### config.mk
export PLATFORM = sky130hd
export DESIGN_NAME = clk_gate_ctrl
export DESIGN_NICKNAME = d
export VERILOG_FILES = /design/src/rtl/cg_pkg.sv /design/src/rtl/cg_ctrl_reg.sv /design/src/rtl/cg_gate_policy.sv /design/src/rtl/cg_status_sync.sv /design/src/rtl/clk_gate_ctrl.sv
export SDC_FILE = /design/constraint.sdc
export NUM_CORES = 1
export LEC_CHECK = 0
export ABC_AREA = 1
export ABC_CLOCK_PERIOD_IN_PS = 900
export BUFFER_PORTS_ARGS = -buffer_cell sky130_fd_sc_hd__buf_4
export CORE_ASPECT_RATIO = 0.9
export CORE_MARGIN = 2
export CORE_UTILIZATION = 25
export DETAILED_ROUTE_END_ITERATION = 16
export PLACE_DENSITY = 0.77
export SKIP_LAST_GASP = 1
export SLEW_MARGIN = 15
export SYNTH_ARGS = -nofsm -noshare
export SYNTH_HDL_FRONTEND = slang
export SYNTH_SLANG_ARGS = --single-unit
### constraint.sdc
create_clock -name clk -period 0.9 [get_ports clk]
set_clock_uncertainty 0.1 [all_clocks]
set_input_delay 0.09 -clock clk [delete_from_list [all_inputs] [get_ports clk]]
set_output_delay 0.09 -clock clk [all_outputs]
set_load 0.02 [all_outputs]
### src/rtl/cg_pkg.sv
`timescale 1ns/1ps
package cg_pkg;
  localparam int CSR_W       = 32;
  localparam int EN_BIT      = 0;
  localparam int SEL_BIT     = 1;
  localparam int STAT_BIT    = 8;
  localparam int SYNC_STAGES = 2;

  typedef enum logic [1:0] {
    CG_NONE     = 2'd0,
    CG_HWSW     = 2'd1,
    CG_HW_OR_ON = 2'd2,
    CG_HW_ONLY  = 2'd3
  } cg_kind_e;

  function automatic bit kind_has_ctrl(cg_kind_e k);
    return (k == CG_HWSW) || (k == CG_HW_OR_ON);
  endfunction
endpackage

### src/rtl/cg_ctrl_reg.sv
`timescale 1ns/1ps
module cg_ctrl_reg #(
  parameter cg_pkg::cg_kind_e KIND = cg_pkg::CG_HWSW
) (
  input  logic clk,
  input  logic rst,
  input  logic wr,
  input  logic wr_en_bit,
  input  logic wr_sel_bit,
  output logic en_q,
  output logic sel_q
);
  generate
    if (cg_pkg::kind_has_ctrl(KIND)) begin : g_store
      always_ff @(posedge clk) begin
        if (rst) begin
          en_q  <= 1'b1;
          sel_q <= 1'b1;
        end else if (wr) begin
          en_q  <= wr_en_bit;
          sel_q <= wr_sel_bit;
        end
      end
    end else begin : g_nostore
      logic unused_wr_bits;
      assign unused_wr_bits = wr ^ wr_en_bit ^ wr_sel_bit ^ clk ^ rst;
      assign en_q  = 1'b0;
      assign sel_q = 1'b0;
    end
  endgenerate
endmodule

### src/rtl/cg_gate_policy.sv
`timescale 1ns/1ps
module cg_gate_policy #(
  parameter cg_pkg::cg_kind_e KIND = cg_pkg::CG_HWSW
) (
  input  logic clk,
  input  logic rst,
  input  logic en_q,
  input  logic sel_q,
  input  logic hw_req,
  output logic eff_en,
  output logic ce_q
);
  generate
    if (KIND == cg_pkg::CG_HWSW) begin : g_hwsw
      assign eff_en = sel_q ? en_q : hw_req;

      sw_follow_chk: assert property (@(posedge clk) disable iff (rst)
        sel_q |=> (ce_q == $past(en_q)));

      hw_follow_chk: assert property (@(posedge clk) disable iff (rst)
        !sel_q |=> (ce_q == $past(hw_req)));
    end else if (KIND == cg_pkg::CG_HW_OR_ON) begin : g_hw_or_on
      logic unused_en;
      assign unused_en = en_q;
      assign eff_en = sel_q | hw_req;

      sw_forced_on_chk: assert property (@(posedge clk) disable iff (rst)
        sel_q |=> ce_q);

      hw_follow_on_chk: assert property (@(posedge clk) disable iff (rst)
        !sel_q |=> (ce_q == $past(hw_req)));
    end else if (KIND == cg_pkg::CG_HW_ONLY) begin : g_hw_only
      logic unused_ctl;
      assign unused_ctl = en_q ^ sel_q;
      assign eff_en = hw_req;

      hw_only_on_chk: assert property (@(posedge clk) disable iff (rst)
        hw_req |=> ce_q);

      hw_only_off_chk: assert property (@(posedge clk) disable iff (rst)
        !hw_req |=> !ce_q);
    end else begin : g_none
      logic unused_all;
      assign unused_all = en_q ^ sel_q ^ hw_req;
      assign eff_en = 1'b1;
    end
  endgenerate

  always_ff @(posedge clk) begin
    if (rst) ce_q <= 1'b1;
    else     ce_q <= eff_en;
  end
endmodule

### src/rtl/cg_status_sync.sv
`timescale 1ns/1ps
module cg_status_sync #(
  parameter int STAGES = cg_pkg::SYNC_STAGES
) (
  input  logic clk,
  input  logic rst,
  input  logic din,
  output logic dout
);
  logic [STAGES-1:0] chain;

  generate
    for (genvar i = 0; i < STAGES; i++) begin : g_stage
      if (i == 0) begin : g_first
        always_ff @(posedge clk) begin
          if (rst) chain[i] <= 1'b1;
          else     chain[i] <= din;
        end
      end else begin : g_next
        always_ff @(posedge clk) begin
          if (rst) chain[i] <= 1'b1;
          else     chain[i] <= chain[i-1];
        end
      end
    end
  endgenerate

  assign dout = chain[STAGES-1];
endmodule

### src/rtl/clk_gate_ctrl.sv
`timescale 1ns/1ps
module clk_gate_ctrl #(
  parameter cg_pkg::cg_kind_e KIND = cg_pkg::CG_HWSW,
  parameter int CSR_W = cg_pkg::CSR_W
) (
  input  logic             clk,
  input  logic             rst,
  input  logic             bus_wr,
  input  logic [CSR_W-1:0] bus_wdata,
  output logic [CSR_W-1:0] bus_rdata,
  input  logic             hw_req,
  output logic             clk_en_o
);
  localparam int EN_B   = cg_pkg::EN_BIT;
  localparam int SEL_B  = cg_pkg::SEL_BIT;
  localparam int STAT_B = cg_pkg::STAT_BIT;

  logic en_q, sel_q, eff_en, stat_q;
  logic unused_wdata;
  assign unused_wdata = ^bus_wdata;

  cg_ctrl_reg #(.KIND(KIND)) u_ctrl (
    .clk(clk), .rst(rst), .wr(bus_wr),
    .wr_en_bit(bus_wdata[EN_B]), .wr_sel_bit(bus_wdata[SEL_B]),
    .en_q(en_q), .sel_q(sel_q)
  );

  cg_gate_policy #(.KIND(KIND)) u_policy (
    .clk(clk), .rst(rst), .en_q(en_q), .sel_q(sel_q),
    .hw_req(hw_req), .eff_en(eff_en), .ce_q(clk_en_o)
  );

  cg_status_sync #(.STAGES(cg_pkg::SYNC_STAGES)) u_sync (
    .clk(clk), .rst(rst), .din(eff_en), .dout(stat_q)
  );

  always_comb begin
    bus_rdata         = '0;
    bus_rdata[EN_B]   = en_q;
    bus_rdata[SEL_B]  = sel_q;
    bus_rdata[STAT_B] = stat_q;
  end

  generate
    if (cg_pkg::SYNC_STAGES == 2) begin : g_lag_chk

      stat_rise_lag_chk: assert property (@(posedge clk) disable iff (rst)
        clk_en_o |=> bus_rdata[STAT_B]);

      stat_fall_lag_chk: assert property (@(posedge clk) disable iff (rst)
        !clk_en_o |=> !bus_rdata[STAT_B]);
    end
  endgenerate
endmodule

After elaboration in Yosys (flattened, before gate mapping)
Cells that the tools add are included.
- register bits: 4
- RAM bits: 0
- bits in read-only memories: 0
- latch bits: 0
- bits of input ports: 36
- memories kept: 0
- output and inout bits: 33
- word-level logic and storage cells: 5
- equal/unequal tests: 0
- multipliers: 0
- multiplexer cells: 1
- bitwise gates (word level): 0
- div/mod/pow operators: 0
- reduce and logical (&&, ||, !) cells: 0
- $lt $le $gt $ge: 0
- add/sub/neg operators: 0
- shifts and indexed selects: 0
- operators by type and width (cell ; count):
    1-bit two-way mux ; 1

Longest topological paths before layout
Gate-level depths: netlist (run 1).
- depth in word-level cells: 1
- mapped depth: 3

Cells and area by module
From an unflattened synthesis (run 1), not the netlist that was laid out.
- cell total of the unflattened synthesis: 57
- area total of the unflattened synthesis: 426.7 µm²
- modules (own cells, without submodules) (module ; seq. area each (µm²) ; cells an instance ; times used ; area an instance (µm²)):
    clk_gate_ctrl ; 0.0 ; 33 ; 1 ; 244.0
    cg_ctrl_reg ; 40.0 ; 10 ; 1 ; 72.6
    cg_status_sync ; 40.0 ; 7 ; 1 ; 58.8
    cg_gate_policy ; 20.0 ; 7 ; 1 ; 51.3

Worst setup path after synthesis (run 1)
No wires, ideal clock.
- kind: register to register
- start point: reg u_policy.ce_q (netlist name)
- end point: reg u_sync.chain[1] (netlist: u_sync.dout)
- arrival time: 0.559 ns
- path slack: 0.121 ns
- data required time: 0.680 ns
- library setup time: 0.120 ns
- cell stages (with the launch flop): 2
- buffers on the path: 0
- cells stage by stage: dfxtp_1 -> or2_1
- RTL lines (item ; RTL line ; text):
    to (signal, indexed assignment) ; cg_status_sync.sv:22 ; else chain[i] <= chain[i-1];
    to (decl) ; cg_status_sync.sv:10 ; logic [STAGES-1:0] chain;

Worst setup path in the final report (run 1)
- start point: reg u_ctrl.sel_q
- end point: out bus_rdata[1]
- RTL lines (item ; RTL line ; text):
    from (decl) ; cg_ctrl_reg.sv:11 ; output logic sel_q
    from (signal assigned) ; cg_ctrl_reg.sv:21 ; sel_q <= wr_sel_bit;
    to (decl) ; clk_gate_ctrl.sv:10 ; output logic [CSR_W-1:0] bus_rdata,
No word-level cell between the ends.

==> results of run 1 <==
[flip-flops by register name, indices dropped and copies added (netlist names)]
name / count
u_ctrl.en_q: 1
u_ctrl.sel_q: 1
u_policy.ce_q: 1
u_sync.dout: 1
[kinds of logic (layout without fill, tap and decap cells)]
group	count (synthesis)	in the layout
buffers and inverters	35	19
DFF	4	4
other	1	29
and+or+nand+nor	10	10
[stage by stage]
stage | setup WS [ps] | hold slack (ps) | cell area, sq um | std cells
floorplan | 121.0 | 89.87 | 484.2 | 78
global placement | 180.0 | 187.7 | 330.3 | 70
detailed placement | 182.0 | 196.0 | 330.3 | 70
CTS | -2.524 | -48.66 | 399.1 | 77
global route | -14.34 | -36.36 | 412.9 | 77
finish | 12.52 | -49.13 | 412.9 | 77
[cell usage in the layout (no fill, tap or decap), types with 2 or more instances in the layout]
| cell | instances |
|---|---|
| buf_6 | 2 |
| nand2_1 | 6 |
| dfxtp_2 | 2 |
| dlygate4sd3_1 | 2 |
| nand3_1 | 2 |
| dlymetal6s4s_1 | 2 |
| inv_1 | 3 |
| clkbuf_4 | 3 |
| buf_4 | 7 |
| conb_1 | 29 |
| dfxtp_1 | 2 |
[power by group]
part           leakage, nW  internal, mW  switching, mW
clock               0.0138         0.149         0.0707
combinational        0.216        0.0533          0.144
sequential          0.0327         0.192        0.00805
total                0.263         0.394          0.223
[layer usage]
metal / routed length, um / track usage
met5: 0 / 0
met4: 0 / 0.02206
met3: 68 / 0.03965
met2: 313 / 0.09643
met1: 122 / 0.04156
[area by class of cell]
class	count	area (sq um)	area share
multi-input cells	39	157.7	0.3818
well taps	15	18.77	0.04545
inverters	3	11.26	0.02727
flip-flops and latches	4	82.58	0.2000
clock buffers	3	22.52	0.05455
repair buffers	13	120.1	0.2909
[worst min-delay path by stage]
stage / from / end / slack, ps / cells after the start
CTS: rst / u_sync.dout / -50 / 2
detailed placement: rst / u_sync.dout / 200 / 2
floorplan: rst / u_sync.dout / 90 / 1
finish: rst / u_sync.dout / -50 / 2
global route: rst / u_sync.dout / -40 / 2
global placement: rst / u_sync.dout / 190 / 2
[repair_timing]
action,in CTS,in global routing
setup endpoints to repair,2,3
endpoints found under the hold margin,4,1
gates cloned,0,0
resized for setup,3,4
pin swaps,0,1
==> impl_results.md, run 1 <==
* Leading area contributor after synthesis: buf_4
* # H-tree levels at 1
* Clock root buffer: clkbuf_4
* Die H at 40.95 um
* GP Congestion at 0.4853
* Layout Nets at 100
* Max Slew Vio Count at 0
* Share of the synthesized area in the top cell type at 0.6337
* HPWL Detailed at roughly 370 um
* Post-synthesis simple-gate area fraction at 0.1155
* Die width at 45.05 um
* Largest family of logic cells by synthesized area: buffers and inverters
* CTS Hold Bufs at 4
* Max clock buf depth at 2
* DRT Pass-1 Iters at 2
* Cell Chain, Critical Path: buf_6
* Worst Path Buf+Inv at 1
* Number of global-route vias before repair at approximately 160
* Status: complete, but fails checks
* Cell row count at 13
* P&R area growth vs syn at 8.911%
* Worst hold path type: primary input to register
* Wire length after detailed routing at 504 um
* Maximum vdd drop at about 460 uV
* Reg2Reg Setup Slack at ~190 ps
* Setup violations, final at 0
* Io pins at between 60 and 70
* Die area at ~1800 sq um
* Number of synthesized flops with an enable pin at 0
* Drt first-iter violations at 15
* Synth Area in XOR/XNOR at 0
* First-pass GRT wire length at approximately 600 um
* Initial antenna violation count at 0
* Clk pin slew, worst setup/hold paths at ~40 ps
* Post-synthesis cell type count at 7
* Core Region at approximately 1400 sq um
* Slowest stage delay, CP at about 340 ps
* Post-CTS Setup Inserts at 0
* Synth Register Bits at 4
* Post-route setup TNS at 0 ps
* Via/cell ratio at between 2 and 3
* Max cap viols at 0
* Crit path kind: register to output pin
* Pwr dens at 1495 nW/um^2
* Critical Path End Type: output pin
* Num Clock Sinks at 4
* PnR Total Power at a little over 0.6 mW
* Most common cell in the netlist: buf_4
* Via count at 227
* Post-DRT Antenna Nets at 0
* Top FF cell, synth: dfxtp_1
* Starting Density at 0.2649
* Worst setup SP type: register
* P_leak at 0.2627 nW
* Fmax at ~1.1 GHz
* Crit path to: bus_rdata[1]
* Worst skew pair latency at roughly 230 ps
* Tot GR Track Use at 0.05198
* Ratio of cells with drive above 1 in the final layout at 0.2419
* YS warnings at 0
* Largest net degree at the start of global routing at 5
* WP depth at 1
* DRC at 0
* Synth top area cells: buf_4 63%, dfxtp_1 21%, nand2_1 5.9%, nand3_1 4.0%, inv_1 3.0%
* FF-to-FF path depth at 1
* IO Port Bufs at 9
* Final Critical Period at between 800 and 900 ps
* Syn Inst Count at 50
* CTS buffer count at 3
* Compound-gate portion of the synthesized area at 0
* CTS tree: done
* Mapped Avg Cell Area at approximately 7.6 sq um
* Global route overflow at 0
* Final core occ at 0.2885
* Diode count at 0
* Crit-path max FO at 4
* Ys async rst share at 0
* Critical Path AT at approximately 700 ps
* Synthesized area at 379.1 sq um
* Failing checks: hold timing
* Critical R2R Launch: u_policy.ce_q
* Sequential area share after synthesis at 0.2112
* Synth top cells by count: 32 x buf_4, 6 x nand2_1, 4 x dfxtp_1
* RSZ-0062 raised after global routing: yes
* Crit path launch: u_ctrl.sel_q
* Fillcell total at between 150 and 200
* Dominant delay contributor by cell family on the critical path: flip-flops
* Final Cycle Share at 0.9861
* Drt wl/cell at roughly 6.5 um
* Post-synthesis mux area share at 0
* Crit path max-delay cell type: dfxtp_2
* Synth Area in Adders at 0
* Reg2reg end: u_sync.dout
* WHS at -49.13 ps
* Fin. Hold Viols at 2
* Worst path required time at around 710 ps
Note: power is estimated with default switching activity, not from simulation.
==> run 2, diff against run 1 <==
PLACE_DENSITY = 0.73   (was 0.77)
==> impl_results.md, run 2 (synthesis results as in run 1) <==
* IO Port Bufs at 9 (unchanged)
* Starting Density at 0.2649 (unchanged)
* HPWL Detailed at 346.7 um (-5.7%)
* Worst path required time at 710 ps (about the same)
* Worst Path Buf+Inv at 1 (unchanged)
* Tot GR Track Use at 0.04057 (-0.01142)
* Status: complete, but fails checks
* Max clock buf depth at 2 (unchanged)
* CTS buffer count at 3 (unchanged)
* Crit-path max FO at 4 (unchanged)
* Worst skew pair latency at 230 ps (about the same)
* Max Slew Vio Count at 0 (unchanged)
* Post-CTS Setup Inserts at 0 (unchanged)
* GP Congestion at 0.6038 (+24%)
* P&R area growth vs syn at 5.280%
* CTS tree: done
* DRC at 0 (unchanged)
* Final Cycle Share at 0.9894 (+0.003347)
* Setup ws final at 9.512 ps (-3.013 ps)
* Clock root buffer: clkbuf_4
* Post-DRT Antenna Nets at 0 (unchanged)
* Clk pin slew, worst setup/hold paths at 40 ps (about the same)
* RSZ-0062 raised after global routing: yes
* Critical Path AT at 700 ps (about the same)
* Worst hold path type: primary input to register
* Diode count at 0 (unchanged)
* Global route overflow at 0 (unchanged)
* Wire length after detailed routing at 443 um (-12%)
* WHS at -49.82 ps (-0.6960 ps)
* Pwr dens at 1525 nW/um^2 (+2.0%)
* Placed Cells incl. Taps at 70 (unchanged)
* Via count at 222 (-2.2%)
* Finished Layout Cells at 76 (-1.3%)
* Placement Setup Slack at 153.2 ps (-28.73 ps)
* Failing checks: hold timing
* Via/cell ratio at 2.921 (-0.92%)
* Max cap viols at 0 (unchanged)
* Dominant delay contributor by cell family on the critical path: flip-flops
* Cell row count at 13 (unchanged)
* DRT Pass-1 Iters at 3 (+1)
* Io pins at 69 (unchanged)
* Critical Path End Type: output pin
* Cell Chain, Critical Path: buf_6
* CTS Hold Bufs at 4 (unchanged)
* Initial antenna violation count at 0 (unchanged)
* PnR Total Power at 0.6087 mW (-1.4%)
* Number of global-route vias before repair at 147 (-6.4%)
* Slowest stage delay, CP at 350 ps (about the same)
* Layout Nets at 99 (-1.0%)
* Ratio of cells with drive above 1 in the final layout at 0.2131 (-0.02882)
* P_leak at 0.2399 nW (-8.7%)
* Die area at 1845 sq um (unchanged)
* Setup violations, final at 0 (unchanged)
* # H-tree levels at 1 (unchanged)
* Fin. Hold Viols at 3 (+1)
* Num Clock Sinks at 4 (unchanged)
* Largest net degree at the start of global routing at 5 (unchanged)
* First-pass GRT wire length at 469 um (-22%)
* Fmax at 1.123 GHz (-0.34%)
* Final Critical Period at 890.5 ps (+3.013 ps)
* Drt first-iter violations at 1 (-14)
* Die width at 45.05 um (unchanged)
* Worst setup SP type: register
* Commonest non-fill, non-tap cell in the layout: conb_1
* Maximum vdd drop at 294.6 uV (-35%)
* Core Region at 1431 sq um (unchanged)
* Crit path max-delay cell type: dfxtp_2
* Crit path kind: register to output pin
* Drt wl/cell at 5.829 um (-11%)
* Most frequent cells in the layout: 29 x conb_1, 6 x nand2_1, 5 x buf_4, 4 x dlygate4sd3_1
* Die H at 40.95 um (unchanged)
run 2: cell types whose count changed in the layout (fill, tap and decap cells not counted), sizes merged:
cell,before,now
dlymetal6s4s,2,0
buf,9,8
dlygate4sd3,2,4
run 2: per-layer routing:
layer  share of wire  global-route usage
met5               0                   0
met4               0             0.06618
met3            0.17             0.01322
met2            0.55             0.08571
met1            0.28             0.01809
run 2: path summary, 6_finish.rpt:
check	from	end	slack (ps)	depth (start not counted)
worst max-delay path	u_ctrl.sel_q	bus_rdata[1]	10	1
worst min-delay path	rst	u_sync.dout	-50	2
worst max register to register	u_policy.ce_q	u_sync.dout	190	1
worst min register to register	u_policy.ce_q	u_sync.dout	350	1
run 2: where the power goes:
group          switching, mW  internal [mW]
Sequential           0.00934          0.192
Combinational          0.141         0.0502
Clock                 0.0673          0.149
run 2: timing repair:
action	4_1_cts	5_1_grt
resized for setup	3	2
hold endpoints to repair	4	1
setup endpoints to repair	2	4
run 2: final cells by class:
cell class | instances | area, sq um
tap | 15 | 18.77
sequential | 4 | 82.58
clock buffer | 3 | 22.52
timing repair buffer | 12 | 111.4
fill | 158 | 1032
inverter | 3 | 11.26
multi-input combinational | 39 | 152.6
run 2: per-stage QoR:
step / util / cell area [sq um] / TNS [ps]
finish: 0.2788 / 399.1 / 0
global route: 0.2788 / 399.1 / -8.909
CTS: 0.2788 / 399.1 / -13.94
detailed placement: 0.2308 / 330.3 / 0
global placement: 0.2308 / 330.3 / 0
floorplan: - / 484.2 / 0
